File: config.mk
export PLATFORM = sky130hd
export DESIGN_NAME = chroma_gain_interp
export DESIGN_NICKNAME = d
export VERILOG_FILES = /design/src/rtl/cgi_pkg.sv /design/src/rtl/cgi_segment_sel.sv /design/src/rtl/cgi_gain_curve.sv /design/src/rtl/cgi_scaler.sv /design/src/rtl/chroma_gain_interp.sv
export SDC_FILE = /design/constraint.sdc
export NUM_CORES = 1
export LEC_CHECK = 0
export BUFFER_PORTS_ARGS = -buffer_cell sky130_fd_sc_hd__buf_2
export CAP_MARGIN = 15
export CORE_MARGIN = 2
export CORE_UTILIZATION = 30
export DETAILED_ROUTE_END_ITERATION = 8
export PLACE_DENSITY_LB_ADDON = 0.3
export SLEW_MARGIN = 20
export SYNTH_ARGS = -nofsm -noshare
export SYNTH_HDL_FRONTEND = slang
export SYNTH_SLANG_ARGS = --single-unit
File: constraint.sdc
create_clock -name clk -period 16.82 [get_ports clk]
set_input_delay 0 -clock clk [delete_from_list [all_inputs] [get_ports clk]]
set_output_delay 0 -clock clk [all_outputs]
set_load 0.005 [all_outputs]
File: src/rtl/cgi_pkg.sv
package cgi_pkg;

    localparam int NUM_CH    = 4;
    localparam int NUM_BP    = 3;
    localparam int NUM_SLOPE = NUM_BP - 1;

    // Region of the factor axis; the order of tests is fixed (see selector).
    typedef enum logic [2:0] {
        SEG_BELOW = 3'd0,
        SEG_RAMP1 = 3'd1,
        SEG_KNEE  = 3'd2,
        SEG_RAMP2 = 3'd3,
        SEG_ABOVE = 3'd4
    } seg_e;

    // Gain channel index; bit 1 = axis (B-Y), bit 0 = positive direction.
    typedef enum logic [1:0] {
        CH_RY_NEG = 2'd0,
        CH_RY_POS = 2'd1,
        CH_BY_NEG = 2'd2,
        CH_BY_POS = 2'd3
    } chan_e;

    function automatic logic [1:0] chan_of(input logic is_by, input logic is_neg);
        return {is_by, ~is_neg};
    endfunction

endpackage

File: src/rtl/cgi_segment_sel.sv
module cgi_segment_sel
    import cgi_pkg::*;
#(
    parameter int FW = 9
) (
    input  logic [FW-1:0]             factor_i,
    input  logic [NUM_BP-1:0][FW-1:0] bp_i,
    output seg_e                      seg_o,
    output logic [FW-1:0]             delta_o
);

    // Priority chain: the first test that matches picks the region.
    always_comb begin
        seg_o   = SEG_BELOW;
        delta_o = '0;
        if (factor_i <= bp_i[0]) begin
            seg_o = SEG_BELOW;
        end else if (factor_i < bp_i[1]) begin
            seg_o   = SEG_RAMP1;
            delta_o = factor_i - bp_i[0];
        end else if (factor_i == bp_i[1]) begin
            seg_o = SEG_KNEE;
        end else if (factor_i < bp_i[2]) begin
            seg_o   = SEG_RAMP2;
            delta_o = factor_i - bp_i[1];
        end else begin
            seg_o = SEG_ABOVE;
        end
    end

endmodule

File: src/rtl/cgi_gain_curve.sv
module cgi_gain_curve
    import cgi_pkg::*;
#(
    parameter int FW    = 9,
    parameter int GW    = 8,
    parameter int SW    = 7,
    parameter int SHIFT = 4
) (
    input  seg_e                         seg_i,
    input  logic [FW-1:0]                delta_i,
    input  logic [NUM_BP-1:0][GW-1:0]    anch_i,
    input  logic [NUM_SLOPE-1:0][SW-1:0] slope_i,
    output logic [GW-1:0]                gain_o
);

    localparam int PW = SW + FW + 2;
    localparam logic signed [PW-1:0] GMAX = PW'((1 << GW) - 1);

    logic [GW-1:0]          base;
    logic signed [SW-1:0]   slope_sel;
    logic signed [PW-1:0]   prod;
    logic signed [PW-1:0]   step;
    logic signed [PW-1:0]   sum;

    always_comb begin
        base      = anch_i[0];
        slope_sel = '0;
        unique case (seg_i)
            SEG_BELOW: base = anch_i[0];
            SEG_RAMP1: begin
                base      = anch_i[0];
                slope_sel = $signed(slope_i[0]);
            end
            SEG_KNEE:  base = anch_i[1];
            SEG_RAMP2: begin
                base      = anch_i[1];
                slope_sel = $signed(slope_i[1]);
            end
            SEG_ABOVE: base = anch_i[2];
            default:   base = anch_i[0];
        endcase
    end

    always_comb begin
        prod = PW'(slope_sel) * $signed({{(PW-FW){1'b0}}, delta_i});
        step = prod >>> SHIFT;
        sum  = $signed({{(PW-GW){1'b0}}, base}) + step;
        if (sum < 0)
            gain_o = '0;
        else if (sum > GMAX)
            gain_o = '1;
        else
            gain_o = sum[GW-1:0];
    end

endmodule

File: src/rtl/cgi_scaler.sv
module cgi_scaler #(
    parameter int DW    = 10,
    parameter int GW    = 8,
    parameter int GFRAC = 6
) (
    input  logic signed [DW-1:0] samp_i,
    input  logic [GW-1:0]        gain_i,
    output logic signed [DW-1:0] samp_o
);

    localparam int MW = DW + GW + 2;
    localparam logic signed [MW-1:0] HALF = MW'(1) << (GFRAC - 1);
    localparam logic signed [MW-1:0] YMAX = MW'((1 << (DW - 1)) - 1);
    localparam logic signed [MW-1:0] YMIN = ~YMAX;

    logic signed [MW-1:0] prod;
    logic signed [MW-1:0] rnd;

    always_comb begin
        prod = MW'(samp_i) * $signed({{(MW-GW){1'b0}}, gain_i});
        rnd  = (prod + HALF) >>> GFRAC;
        if (rnd > YMAX)
            samp_o = YMAX[DW-1:0];
        else if (rnd < YMIN)
            samp_o = YMIN[DW-1:0];
        else
            samp_o = rnd[DW-1:0];
    end

endmodule

File: src/rtl/chroma_gain_interp.sv
module chroma_gain_interp
    import cgi_pkg::*;
#(
    parameter int FW    = 9,
    parameter int GW    = 8,
    parameter int SW    = 7,
    parameter int DW    = 10,
    parameter int SHIFT = 4,
    parameter int GFRAC = 6
) (
    input  logic                                      clk,
    input  logic                                      rst,
    input  logic [FW-1:0]                             factor_i,
    input  logic [NUM_BP-1:0][FW-1:0]                 bp_i,
    input  logic [NUM_CH-1:0][NUM_BP-1:0][GW-1:0]     anch_i,
    input  logic [NUM_CH-1:0][NUM_SLOPE-1:0][SW-1:0]  slope_i,
    input  logic signed [DW-1:0]                      ry_i,
    input  logic signed [DW-1:0]                      by_i,
    output logic [NUM_CH-1:0][GW-1:0]                 gain_o,
    output logic signed [DW-1:0]                      ry_o,
    output logic signed [DW-1:0]                      by_o
);

    localparam int NUM_AX = 2;

    seg_e                        seg;
    logic [FW-1:0]               delta;
    logic [NUM_CH-1:0][GW-1:0]   gain_c;
    logic signed [DW-1:0]        samp_in  [NUM_AX];
    logic signed [DW-1:0]        samp_scl [NUM_AX];
    logic [GW-1:0]               gain_sel [NUM_AX];
    logic signed [DW-1:0]        samp_q   [NUM_AX];

    cgi_segment_sel #(.FW(FW)) u_sel (
        .factor_i (factor_i),
        .bp_i     (bp_i),
        .seg_o    (seg),
        .delta_o  (delta)
    );

    for (genvar k = 0; k < NUM_CH; k++) begin : g_curve
        cgi_gain_curve #(
            .FW(FW), .GW(GW), .SW(SW), .SHIFT(SHIFT)
        ) u_curve (
            .seg_i   (seg),
            .delta_i (delta),
            .anch_i  (anch_i[k]),
            .slope_i (slope_i[k]),
            .gain_o  (gain_c[k])
        );
    end

    assign samp_in[0] = ry_i;
    assign samp_in[1] = by_i;

    for (genvar a = 0; a < NUM_AX; a++) begin : g_axis
        assign gain_sel[a] = gain_c[chan_of(1'(a), samp_in[a][DW-1])];

        cgi_scaler #(.DW(DW), .GW(GW), .GFRAC(GFRAC)) u_scale (
            .samp_i (samp_in[a]),
            .gain_i (gain_sel[a]),
            .samp_o (samp_scl[a])
        );

        always_ff @(posedge clk) begin
            if (rst)
                samp_q[a] <= '0;
            else
                samp_q[a] <= samp_scl[a];
        end
    end

    always_ff @(posedge clk) begin
        if (rst)
            gain_o <= '0;
        else
            gain_o <= gain_c;
    end

    assign ry_o = samp_q[0];
    assign by_o = samp_q[1];

endmodule

# Yosys cells after proc, flatten, opt, wreduce, memory -nomap -nowiden
# Memory sizes are Yosys's and may differ from the RTL's.
# Cells that the tools add are included.
# totals
mem_bits_rw	20
input_bits	210
n_memories	1
out_inout_bits	52
register_bits	32
word_cells	83
latchBits	0
romBits	0
# op_classes
shift	0
n_bitwise	4
add_sub_neg	8
order_cmp	17
reduce_logical	1
multipliers	6
eq_ne	5
muxes	37
div_mod_pow	0
# memory_table
name	words	word_bits	read_ports	rd_clocked_by_memory_dff	write_ports	line	source
samp_q	2	10	2	0	2	chroma_gain_interp.sv:32	logic signed [DW-1:0] samp_q [NUM_AX];
# ops
cell	n
$mux 8	12
$mul 7x10->17	4
$pmux 8 s2	4
$mux 10	6
$add 9x13->14	4
$gt 14x9->1 const B	4
$lt 14x1->1 const B	4
$pmux 7 s2	4
$add 19x7->20 const B	2
$mul 10x9->19	2
$mux 9	4
$gt 14x10->1 const B	2
$lt 14x10->1 const B	2
$lt 9x9->1	2
$sub 9x9->9	2
$mux 3	4
$eq 9x9->1	1
$le 9x9->1	1
$eq 3x2->1 const B	2
$eq 3x1->1 const B	1
$eq 3x3->1 const B	1
$lt 1x3->1 const B	1
$lt 2x3->1 const B	1
$mux 1	3
3 further kinds	5

# Longest topological paths before layout
# Gate-level depths: netlist of the first run.
# logic_depth
depth_word	20
mapped_depth	69
depth_no_buf	66

# Cells and area by module
# From an unflattened synthesis of the first run, not the netlist that was laid out.
# unflattened
cells_unflattened	2559
hier_area_um2	22002.4
# modules_own_cells
module	seq_area_each_um2	area_each_um2	instances	cells_each
cgi_gain_curve (g_curve[1].u_curve ...)	0.0	3042.9	3	368
cgi_scaler (g_axis[1].u_scale)	0.0	3439.5	1	391
cgi_scaler (g_axis[0].u_scale)	0.0	3425.8	1	377
cgi_gain_curve (g_curve[0].u_curve)	0.0	3100.5	1	379
chroma_gain_interp	1041.0	1654.1	1	127
cgi_segment_sel	0.0	1253.7	1	181

# Worst setup path after synthesis of the first run
# OpenSTA, ideal clock, no wires.
# synth_path
kind	in2reg
start	input bp_i[1] in the netlist's numbering
end	memory samp_q[1][2]
required_time_ns	16.734
path_buffers	4
setup_time_ns	0.086
slack_ns	2.859
t_arrival_ns	13.875
path_stages	63
path_cell_list	inv_1 -> ha_1 -> nor2b_1 -> o2111ai_1 -> a21o_1 -> a21oi_1 -> buf_2 -> nand2_1 -> nor2_1 -> clkbuf_1 -> a22oi_1 -> or2_2 -> fa_1 -> inv_1 -> ha_1 -> ha_1 -> nand2_1 -> or4_1 -> (+27 left out) -> nor4_1 -> and3_1 -> fa_1 -> a21o_1 -> a21oi_1 -> o21bai_1 -> a21oi_1 -> o21bai_1 -> a21oi_1 -> o21bai_1 -> a21oi_1 -> o21bai_1 -> a21oi_1 -> o21bai_1 -> a21oi_1 -> xnor2_1 -> o311ai_4 -> a211oi_1
# synth_rtl
element	line	source
from (decl)	chroma_gain_interp.sv:14	input logic [NUM_BP-1:0][FW-1:0] bp_i,
to (decl)	chroma_gain_interp.sv:32	

==> results.json, run 1 <==
{
  "post_cts_buffers": 0,
  "overflow": 0,
  "numCtsBuffers": 5,
  "setup_ws_ps": 1188,
  "synth_top_flop_cell": "dfxtp_1",
  "portBuffers": 261,
  "grt_setup_unrepaired": "false",
  "antenna_found_initial": 11,
  "fmax_ghz": 0.06397,
  "die_h_um": 266.7,
  "cp_max_fo": 16,
  "routed_wl_um": 62460,
  "drive_gt1_frac": 0.1297,
  "holdPathStages": 2,
  "max_stage_delay_ps": 640,
  "clkSinkCount": 52,
  "slew_violations": 0,
  "relSlewSlack": 0.2532,
  "dp_worst_setup_slack_ps": 540.0,
  "netlist_area_mm2": 0.02070,
  "die_area_mm2": 0.07112,
  "syn_nets": 3329,
  "cts_tree": "done",
  "crit_slowest_cell": "a22oi_1",
  "io_pins": 262,
  "max_cap_violations": 0,
  "fp.dieW_um": 266.7,
  "coreArea_mm2": 0.06847,
  "hpwl_um": 54370,
  "area_delta_synth_final_pct": 12.55,
  "synth_top_area_frac": 0.2746,
  "crit_family": "compound AO/OA/AOI/OAI gates",
  "synthSimpleGateAreaFrac": 0.1813,
  "syn_inst": 2525,
  "grt_usage": 0.1754,
  "synth-seq-area-share": 0.05029,
  "yosys.area.top_type": "fa_1",
  "start_kind": "input pin",
  "dr.pass1.iters": 5,
  "syn-mean-instance-area_um2": 8.198,
  "grt_start_max_net_pins": 65,
  "cp.depth": 61,
  "critical_path_class": "input pin to register",
  "synth_fa_ha_area_frac": 0.4620,
  "finalSetupTns_ps": 0,
  "hold_buffers": 0,
  "synth_area_leaders": "fa_1 (27%), ha_1 (19%), inv_1 (7.0%), nor2_1 (5.4%), dfxtp_1 (5.0%)",
  "vias": 17991,
  "yosys_warnings": 0,
  "synth_edf_count": 0,
  "ys_types": 76,
  "cp_data_required_time_ps": 17030,
  "final-setup-viol-count": 0,
  "cp_data_arrival_time_ps": 15850,
  "wire_per_inst_um": 17.10,
  "nets": 3572,
  "crit_top_cell": "a21oi_1",
  "post-route-period-util": 0.9294,
  "synth_top_family_by_area": "adder cells",
  "antenna_left": 0,
  "cts_buffer_depth": 2,
  "rows": 96,
  "final_hold_viol_count": 0,
  "drc_errors": 0,
  "synthArstFlopShare": 0,
  "root_buffer": "clkbuf_16",
  "synthMuxAreaShare": 0.01989,
  "tightest_slew_ps": 1114,
  "ys_ff_latch": 52,
  "grt_pass1_wl_um": 98340,
  "grt_pass1_vias": 17954,
  "cp-end-kind": "register",
  "htree_levels": 2,
  "viasPerCell": 4.925,
  "status": "finished, final reports clean",
  "synth-xor-area-share": 0.04569,
  "synth_compound_area_frac": 0.1607,
  "drtIter0Drc": 1359,
  "gp_congestion": 0.8982,
  "cts.reportedPaths.clkPinSlew_ps": 70,
  "period_minus_slack_ps": 15630,
  "initial_core_util": 0.3024,
  "critPathBufInv": 5,
  "worstHoldPathType": "input pin to register"
}
-- registers in the layout, indices dropped and copies added, names as in the netlist --
register  cells
gain_o       32
samp_q       20
-- cell families (layout without fill, tap and decap cells) --
logic type / Yosys count / in the layout
mux: 41 / 41
xor+xnor: 108 / 108
buf+inv: 441 / 684
fa+ha+maj: 594 / 594
simple gates: 789 / 789
compound gates: 500 / 500
flops: 52 / 52
other cells: 0 / 3
-- through the flow --
step / utilization / hold slack (ps) / instance area (um^2) / std cells
final: 0.3403 / 140.8 / 23300 / 3653
after detailed placement: 0.3377 / 376.6 / 23120 / 3643
after global routing: 0.3402 / 164.6 / 23290 / 3651
after global placement: 0.3377 / 374.1 / 23120 / 3643
after floorplan: - / 284.2 / 20700 / 2525
after CTS: 0.3400 / 142.0 / 23280 / 3650
-- cells in the mapped netlist (44+ instances only) --
cell	count
inv_1	386
ha_1	310
nor2_1	296
fa_1	284
nand2_1	180
a21oi_1	112
o21ai_0	101
xnor2_1	77
and2_1	72
dfxtp_1	52
a21o_1	46
nor2b_1	45
clkbuf_1	44
-- cells in the final DEF (no fill, tap or decap), types with 40 or more instances in the layout --
cell and instances:
a21oi_1 110, mux2i_1 40, buf_2 261, nor2_1 294, a21o_1 46, fa_1 284
nor2b_1 45, ha_1 310, xnor2_1 77, and2_1 72, dfxtp_1 52, inv_1 386
nand2_1 178, o21ai_0 101
-- layout make-up --
type	count	area, um^2
fillers	7290	45170
multi-input cells	2032	18030
repair buffers	287	1501
inverters	390	1464
well taps	882	1104
flip-flops and latches	52	1041
clock buffers	7	152.6
diodes	3	7.507
-- what timing repair did --
item                       4_1_cts  5_1_grt
resized for setup                0        4
setup endpoints to repair        0       16
hold endpoints to repair         0        0
-- layer usage --
| metal | up-vias | part of all wire | global-route usage | routed length, um |
|---|---|---|---|---|
| li1 | 8884 | - | - | - |
| met1 | 8530 | 0.49 | 0.2506 | 30540 |
| met2 | 504 | 0.43 | 0.2782 | 26960 |
| met3 | 59 | 0.062 | 0.02980 | 3897 |
| met4 | 14 | 0.016 | 0.03295 | 973 |
| met5 | - | 0.0014 | 0 | 89 |
-- worst paths after layout --
| path | end | startpoint |
|---|---|---|
| setup / recovery | samp_q[1][4] | factor_i[1] |
| hold / removal | samp_q[0][9] | rst |
Power of run 1 is not shown: default switching activity piles up to over one toggle a cycle in this logic, so the estimate is an artifact.
==> run 2, diff against run 1 <==
--- a/config.mk
+++ b/config.mk
@@ -5,6 +5,7 @@
 export SDC_FILE = /design/constraint.sdc
 export NUM_CORES = 1
 export LEC_CHECK = 0
+export ABC_AREA = 1
 export BUFFER_PORTS_ARGS = -buffer_cell sky130_fd_sc_hd__buf_2
 export CAP_MARGIN = 15
 export CORE_MARGIN = 2
==> run 2 against run 1 <==
- first-iteration DRC count shrank 34%
- non-clock buffer count decreased by 12
- worst hold slack better by 150 ps
- sequential share of layout area is 0.059 points lower
- global-route usage fell by 1.1 points
- synthesized area rose by 1.7%
- critical path type unchanged
- critical endpoint is now samp_q[0][0]
- die area grew 1.7%
- synthesized cell count increased by 14%
- critical path depth rose by 8
==> results.json, run 2 <==
{
  "status": "finished, final reports clean",
  "ys_top_cells_by_count": "inv_1 (675), nand2_1 (503), nor2_1 (333)",
  "whs_ps": 289.6,
  "yosysMostFrequentCell": "inv_1",
  "grt_pass1_wl_um": 94070,
  "holdPathStages": 3,
  "antenna_left": 0,
  "final_common_cell": "inv_1",
  "hpwl_um": 52410,
  "drc_errors": 0,
  "post_cts_resized": 0,
  "largest_reg_flops": 32,
  "clkSinkCount": 52,
  "largest_register": "gain_o",
  "syn_nets": 3695,
  "cp_data_arrival_time_ps": 14350,
  "drtIter0Drc": 891,
  "portBuffers": 261,
  "numCtsBuffers": 5,
  "cts_tree": "done",
  "wire_per_inst_um": 14.56,
  "cp.depth": 69,
  "final_hold_viol_count": 0,
  "period_minus_slack_ps": 14100,
  "reg_top3": "gain_o: 32 flops, samp_q: 20 flops",
  "syn-mean-instance-area_um2": 7.282,
  "critPathBufInv": 12,
  "area_delta_synth_final_pct": 12.15,
  "max_stage_delay_ps": 820,
  "crit_family": "adder cells",
  "post_dp_cell_area_mm2": 0.02344,
  "mostFrequentLayoutCells": "inv_1 (674), nand2_1 (503), nor2_1 (332), ha_1 (310), fa_1 (284)",
  "cts.reportedPaths.clkPinSlew_ps": 80,
  "yosys.area.top_type": "fa_1",
  "final-setup-viol-count": 0,
  "grt_start_max_net_pins": 52,
  "io_pins": 262,
  "drive_gt1_frac": 0.1350,
  "finalSetupTns_ps": 0,
  "synth_edf_count": 0,
  "grt_usage": 0.1641,
  "crit_slowest_cell": "o22ai_1",
  "post-route-period-util": 0.8385,
  "syn_inst": 2891,
  "synthArstFlopShare": 0,
  "synth_area_leaders": "fa_1 (27%), ha_1 (18%), inv_1 (12%), nand2_1 (9.0%), nor2_1 (5.9%)",
  "holdCritStartpoint": "rst",
  "rows": 97,
  "antenna_found_initial": 3,
  "tightest_slew_ps": 865.2,
  "critical_path_class": "input pin to register",
  "cts_buffer_depth": 2,
  "start_kind": "input pin",
  "hold_buffers": 0,
  "gp_congestion": 0.8798,
  "ys_types": 54,
  "vias": 18334,
  "fmax_ghz": 0.07091,
  "initial_core_util": 0.3017,
  "root_buffer": "clkbuf_16",
  "routed_wl_um": 59200,
  "post_cts_buffers": 0,
  "ys_ff_latch": 52,
  "cp_data_required_time_ps": 17060,
  "cp-end-kind": "register",
  "crit_top_cell": "nand2_1",
  "synth_top_area_frac": 0.2701,
  "netlist_area_mm2": 0.02105,
  "grt_setup_unrepaired": "false",
  "coreArea_mm2": 0.06979,
  "dr.pass1.iters": 5,
  "slew_violations": 0,
  "synth-seq-area-share": 0.04945,
  "die_area_mm2": 0.07231,
  "stdcell_area_mm2": 0.02361,
  "worstHoldPathType": "input pin to register",
  "grt_pass1_vias": 18274,
  "htree_levels": 2,
  "die_h_um": 268.9,
  "hold_path_end": "gain_o[14]",
  "cp_max_fo": 22,
  "overflow": 0,
  "relSlewSlack": 0.4232,
  "yosys_warnings": 0,
  "fp.dieW_um": 268.9,
  "max_cap_violations": 0,
  "synth_top_flop_cell": "dfxtp_1",
  "nets": 3928,
  "viasPerCell": 4.509
}
==> run 2: final cells by class <==
cell class / count / area [um^2]
Antenna cell: 1 / 2.502
Clock inverter: 3 / 26.28
Sequential cell: 52 / 1041
Inverter: 682 / 2560
Fill cell: 7597 / 46180
Tap cell: 940 / 1176
Timing Repair Buffer: 275 / 1411
Multi-Input combinational cell: 2108 / 17270
Clock buffer: 5 / 125.1
==> run 2: cells by family after synthesis <==
kind of cell | count (synthesis) | synth area share
AOI/OAI and AO/OA | 323 | 0.09485
DFF | 52 | 0.04945
muxes | 2 | 0.0009509
and+or+nand+nor | 1084 | 0.2242
buffers and inverters | 731 | 0.1318
xor gates and xnor gates | 105 | 0.04440
adders and majority gates | 594 | 0.4543
==> run 2: routing by layer <==
layer,vias up,part of all wire,GRT usage
met5,-,0.00039,0
met4,4,0.012,0.02553
met3,41,0.052,0.01890
met2,430,0.44,0.2767
met1,8500,0.49,0.2288
li1,9359,-,-
==> run 2: through the flow <==
stage | setup WS (ps) | cells | util
finish | 2717 | 4066 | 0.3383
global placement | 2034 | 4057 | 0.3359
CTS | 2314 | 4065 | 0.3381
detailed placement | 2006 | 4057 | 0.3359
global route | 1512 | 4066 | 0.3383
floorplan | 4313 | 2891 | -
==> run 2: how the worst max path moves through the flow <==
stage | to | startpoint
2_1_floorplan | samp_q[0][0] | bp_i[26]
3_3_place_gp | samp_q[0][0] | factor_i[3]
5_1_grt | samp_q[0][7] | factor_i[3]
6_report | samp_q[0][0] | factor_i[3]
4_1_cts | samp_q[0][2] | factor_i[3]
3_5_place_dp | samp_q[0][2] | factor_i[3]
Power of run 2 is left out for the same reason.
